==> src/rtl/irq_status_regs.sv <==
module irq_status_regs #(
  parameter int ADDR_W  = 12,
  parameter int DATA_W  = 32,
  parameter int CNT_W   = 8,
  parameter int ID_W    = 8,
  parameter int CMD_THR = 4,
  parameter int TX_THR  = 4,
  parameter int RX_THR  = 12
) (
  input  logic              clk,
  input  logic              rst_n,
  input  logic              wr_en,
  input  logic [ADDR_W-1:0] addr,
  input  logic [DATA_W-1:0] wdata,
  output logic [DATA_W-1:0] rdata,
  input  logic [CNT_W-1:0]  cmd_room,
  input  logic [CNT_W-1:0]  tx_room,
  input  logic [CNT_W-1:0]  rx_level,
  input  logic              sync_valid,
  input  logic [ID_W-1:0]   sync_id,
  input  logic              osync_valid,
  input  logic [ID_W-1:0]   osync_id,
  output logic              irq,
  output logic              engine_rst
);
  localparam int NSRC = 5;
  localparam logic [ADDR_W-1:0] A_RST  = ADDR_W'('h40);
  localparam logic [ADDR_W-1:0] A_EN   = ADDR_W'('h80);
  localparam logic [ADDR_W-1:0] A_PEND = ADDR_W'('h84);
  localparam logic [ADDR_W-1:0] A_SRC  = ADDR_W'('h88);
  localparam logic [ADDR_W-1:0] A_SID  = ADDR_W'('hC0);
  localparam logic [ADDR_W-1:0] A_OSID = ADDR_W'('hC4);
  localparam logic [ADDR_W-1:0] A_CMDR = ADDR_W'('hD0);
  localparam logic [ADDR_W-1:0] A_TXR  = ADDR_W'('hD4);
  localparam logic [ADDR_W-1:0] A_RXL  = ADDR_W'('hD8);

  logic [NSRC-1:0] src, en_q, pend_q, clr;
  logic [ID_W-1:0] sid_q, osid_q;
  logic            rst_q;
  logic            unused_wdata;

  assign src[0] = cmd_room >= CNT_W'(CMD_THR);
  assign src[1] = tx_room  >= CNT_W'(TX_THR);
  assign src[2] = rx_level >= CNT_W'(RX_THR);
  assign src[3] = sync_valid;
  assign src[4] = osync_valid;

  assign clr          = (wr_en && addr == A_PEND) ? wdata[NSRC-1:0] : '0;
  assign irq          = |(pend_q & en_q);
  assign engine_rst   = rst_q;
  assign unused_wdata = ^wdata[DATA_W-1:NSRC];

  always_ff @(posedge clk or negedge rst_n) begin
    if (!rst_n) begin
      rst_q  <= 1'b1;
      en_q   <= '0;
      pend_q <= '0;
      sid_q  <= '0;
      osid_q <= '0;
    end else begin
      if (wr_en && addr == A_RST) rst_q <= wdata[0];
      if (wr_en && addr == A_EN)  en_q  <= wdata[NSRC-1:0];
      pend_q <= (pend_q & ~clr) | src;
      if (sync_valid)  sid_q  <= sync_id;
      if (osync_valid) osid_q <= osync_id;
    end
  end

  always_comb begin
    case (addr)
      A_RST:   rdata = DATA_W'(rst_q);
      A_EN:    rdata = DATA_W'(en_q);
      A_PEND:  rdata = DATA_W'(pend_q);
      A_SRC:   rdata = DATA_W'(src);
      A_SID:   rdata = DATA_W'(sid_q);
      A_OSID:  rdata = DATA_W'(osid_q);
      A_CMDR:  rdata = DATA_W'(cmd_room);
      A_TXR:   rdata = DATA_W'(tx_room);
      A_RXL:   rdata = DATA_W'(rx_level);
      default: rdata = '0;
    endcase
  end
endmodule


==> config.mk <==
export PLATFORM = sky130hd
export DESIGN_NAME = irq_status_regs
export DESIGN_NICKNAME = d
export VERILOG_FILES = /design/src/rtl/irq_status_regs.sv
export SDC_FILE = /design/constraint.sdc
export NUM_CORES = 1
export LEC_CHECK = 0
export ABC_AREA = 1
export ABC_CLOCK_PERIOD_IN_PS = 2500
export BUFFER_PORTS_ARGS = -buffer_cell sky130_fd_sc_hd__clkbuf_2
export CORE_MARGIN = 5
export CORE_UTILIZATION = 41
export CTS_CLUSTER_SIZE = 24
export DETAILED_ROUTE_END_ITERATION = 7
export GPL_TIMING_DRIVEN = 0
export HOLD_SLACK_MARGIN = 0.02
export PLACE_DENSITY_LB_ADDON = 0.15
export SLEW_MARGIN = 5
export SYNTH_ARGS = -nofsm -noshare
export SYNTH_HDL_FRONTEND = slang
export SYNTH_SLANG_ARGS = --single-unit
==> constraint.sdc <==
create_clock -name clk -period 2.5 [get_ports clk]
set_input_delay 0.5 -clock clk [delete_from_list [all_inputs] [get_ports clk]]
set_output_delay 0.5 -clock clk [all_outputs]
set_load 0.01 [all_outputs]
* After elaboration in Yosys (flattened, before gate mapping) *
Cells that the tools add are included.

word-level totals
  bits of input ports = 89
  flip-flop bits (word level) = 27
  output and inout bits = 34

cells by class
  reductions and logical operators = 4
  magnitude comparators = 3
  bitwise gates (word level) = 4
  multiplexer cells = 2
  eq/ne operators = 9

operator list
  kind                 number
  $eq 12x8->1 const B  8
  $pmux 8 s9           1
  $ge 8x3->1 const B   2
  $eq 12x7->1 const B  1
  $and 5x5->5          2
  $ge 8x4->1 const B   1
  $mux 5               1
  $not 5->5            1
  $or 5x5->5           1
  $reduce_or 5->1      1
  $logic_and 1x1->1    3

* Longest topological paths before layout *
  depth in word-level cells = 6
  mapped depth = 9

* Worst setup path after synthesis *
Ideal clock, no wire load.

  path kind = input to output
  start point = input port addr[11]
  end point = output port rdata[2]
  setup slack = 0.697 ns
  required time = 2.000 ns
  arrival = 1.303 ns
  path buffers = 1
  stages = 8
  cell sequence = nor2_2 -> nand2_4 -> nor2_4 -> buf_6 -> nand3_1 -> nand2_1 -> nor2_1 -> nand3_1

on the way
  word-level cells in the longest chain between the ends = 2
  elaborated cells on any way between the ends = 10

RTL lines
  element                                            line  source
  start, declared                                    13    input logic [ADDR_W-1:0] addr,
  $eq 12x8->1 / $eq 12x7->1 (equally long branches)  70    case (addr)
  $pmux 8 s9 (*)                                     70
  end, declared                                      15    output logic [DATA_W-1:0] rdata,

Every way passes the cells marked *; elsewhere a longest branch is shown, timed or not.

* Worst setup path after layout *
  start point = input port addr[1]
  end point = output port rdata[5]

The elaborated chain is that of the path after synthesis.

==> impl_metrics.csv <==
group,metric,value,unit
critical_path,cp.arrival,1.71,ns
timing,tightest_slew,0.711,ns
logic_synthesis,ys_seq_area_share,33.3,%
logic_synthesis,netlist.area_leader.share,32.0,%
route,vias,2126,
timing,finalSetupViolCount,0,
timing,max_freq,0.452,GHz
floorplanning,floorplan.initialDensity,42.5,%
clock_network,cts_tree,"yes",
global_route,grt.overflow.total,0,
floorplanning,fp.dieH,80.4,um
clock_network,cts-root-buf,"clkbuf_8",
layout,n_fill_cell,505,
logic_synthesis,post_synth_instance_area,0.00203,sq mm
timing,period_share,88.5,%
place,place_ws,0.295,ns
logic_synthesis,synthCells,304,
global_route,grt_pass1_wl,8.85,mm
critical_path,cp_top_family,"simple AND/OR/NAND/NOR gates",
clock_network,cts.clk_slew.worst_paths,0.09,ns
global_route,grt_max_degree,28,
logic_synthesis,synth_seq_cells,27,
clock_network,cts_hold_buf,0,
floorplanning,dieArea,0.00647,sq mm
clock_network,clk_latency,0.27,ns
timing,relSlewSlack,52.6,%
critical_path,cp.required,2.00,ns
critical_path,cp_num_buf_inv,2,
route,drc_errors,0,
critical_path,setup.worst_path.start_class,"input port",
critical_path,critPathCaptureType,"output port",
clock_network,clock_sinks,27,
critical_path,crit_top_cell,"nand2_1",
route,via_per_inst,4.53,
critical_path,crit_fanout,6,
hold_path,min_path_type,"in -> async",
route,ant_nets,0,
clock_network,htree_num_levels,1,
run,maxCapViolCount,0,
power,max-vdd-ir-drop,217,uV
timing,rsz0062_at_grt,"false",
route,wirelength,5.71,mm
floorplanning,row_count,25,
power,power.leakage,1.51,nW
clock_network,post_cts_resize_count,0,
floorplanning,core-area,0.00479,sq mm
timing,hold_violations,0,
logic_synthesis,synth_area_leader_cell,"dfrtp_1",
logic_synthesis,ys_types,23,
status,outcome,"finished, final reports clean",
timing,drv_slew,0,
critical_path,cpPeakStageDelay,0.24,ns
logic_synthesis,synth_area_leaders,"dfrtp_1, nand2_1, nand3_1",
floorplanning,dieWidth,80.4,um
critical_path,slowest_stage,"o21ai_0",
global_route,grt_pass1_vias,1979,
layout,final_net_count,492,
route,routedWlPerCell,12.2,um
logic_synthesis,syn_avg_cell_area,6.69,sq um
global_route,track_usage,17.4,%
route,firstDrtPassIters,5,
power,powerDensity,349,mW/mm^2
critical_path,path_cells,"clkbuf_2 -> nor2_2 -> nand2_1 -> nor2_4 -> nand2_1 -> o21ai_0 -> nor2_1 -> nand2_1 -> clkbuf_2",
place,place.gp.congestion,0.877,
clock_network,clock_path_buffers,2,
timing,layout_setup_ws,0.288,ns
place,place_hpwl,4.79,mm
place,port_buffers,71,
floorplanning,ios,123,
timing,period_minus_slack,2.21,ns
layout,antenna_cells,0,
layout,area_growth,28.0,%
clock_network,cts_setup_buffers,0,
route,dr.first_iter.drc_count,129,
logic_synthesis,ys_warn_count,0,
layout,layout-drive-gt1-share,29.9,%
timing,skew,0,ns
clock_network,numCtsBuffers,3,
global_route,antenna_found_initial,0,
timing,setup-tns-final,0,ns
critical_path,criticalPathCategory,"in -> out",
area by class of cell:
class	count	area, sq um	area share (%)
clock buffers	4	45.0	1.73
well taps	67	83.8	3.22
inverters	30	113	4.32
repair buffers	71	355	13.6
flip-flops and latches	27	677	26.0
multi-input cells	239	1090	42.0
plain buffers	31	236	9.08
through the flow:
stage	hold WS [ns]	instance area, sq um	cells	power, mW	utilization [%]
floorplan	0.204	2120	327	0.581	-
global placement	0.459	2560	465	0.665	53.5
detailed placement	0.463	2560	465	0.668	53.5
CTS	0.271	2610	469	0.918	54.4
global route	0.316	2610	469	0.954	54.4
finish	0.258	2610	469	0.910	54.4
synth_stat cells (all sizes together):
master and number:
nand2 93, dfstp 1, nor2 44, buf 29, nand4 9, clkinv 1
nand3 44, o21ai 22, o21bai 1, conb 1, a221oi 1, nor3 1
clkbuf 2, inv 29, dfrtp 26
placed cells by master (no fill, tap or decap):
cell type	instances
nand2_2	1
dfrtp_1	26
nand2_4	1
clkbuf_8	3
buf_4	26
nand4_1	9
nand3_1	43
clkinv_1	1
nor2_2	4
buf_6	3
inv_2	2
nor2_1	34
o21ai_1	5
dfstp_2	1
nor2_4	6
nand2_1	91
nor3_2	1
o21ai_0	17
a221oi_1	1
clkbuf_1	3
o21bai_1	1
nand3_4	1
inv_1	27
conb_1	24
clkbuf_2	71
logic make-up (layout without fill, tap and decap cells):
kind of cell / Yosys count / in the layout / share of synthesized area, %
and+or+nand+nor: 191 / 191 / 43.2
buffers and inverters: 61 / 136 / 17.2
DFF: 27 / 27 / 33.3
AOI/OAI and AO/OA: 24 / 24 / 6.21
other: 1 / 24 / 0.184
metal layers:
metal  track usage (%)  vias to the layer above  part of all wire [%]
li1                  -                     1117                     -
met1              22.7                      911                    42
met2              30.0                       91                    47
met3              2.80                        7                   9.3
met4              4.22                        0                   1.3
met5                 0                        -                     0
final timing paths:
| kind | start | to | slack [ns] | cells after the start |
|---|---|---|---|---|
| worst max-delay path | addr[1] | rdata[5] | 0.29 | 9 |
| worst min register to register | osid_q[2] | osid_q[2] | 0.48 | 2 |
| max in group asynchronous | rst_n | osid_q[2] | 1.79 | 1 |
| worst max register to register | engine_rst | engine_rst | 1.77 | 2 |
| min in group clk | sync_id[2] | sid_q[2] | 0.42 | 3 |
| worst min-delay path | rst_n | en_q[3] | 0.26 | 1 |
where the power goes:
part,switching [mW],total (mW),internal [mW]
sequential,0.0111,0.471,0.460
clock,0.135,0.250,0.114
combinational,0.107,0.189,0.0817
registers in the layout, indices dropped and copies added (netlist names):
name,count
engine_rst,1
sid_q,8
osid_q,8
en_q,5
pend_q,5
(Power assumes the default switching activity.)
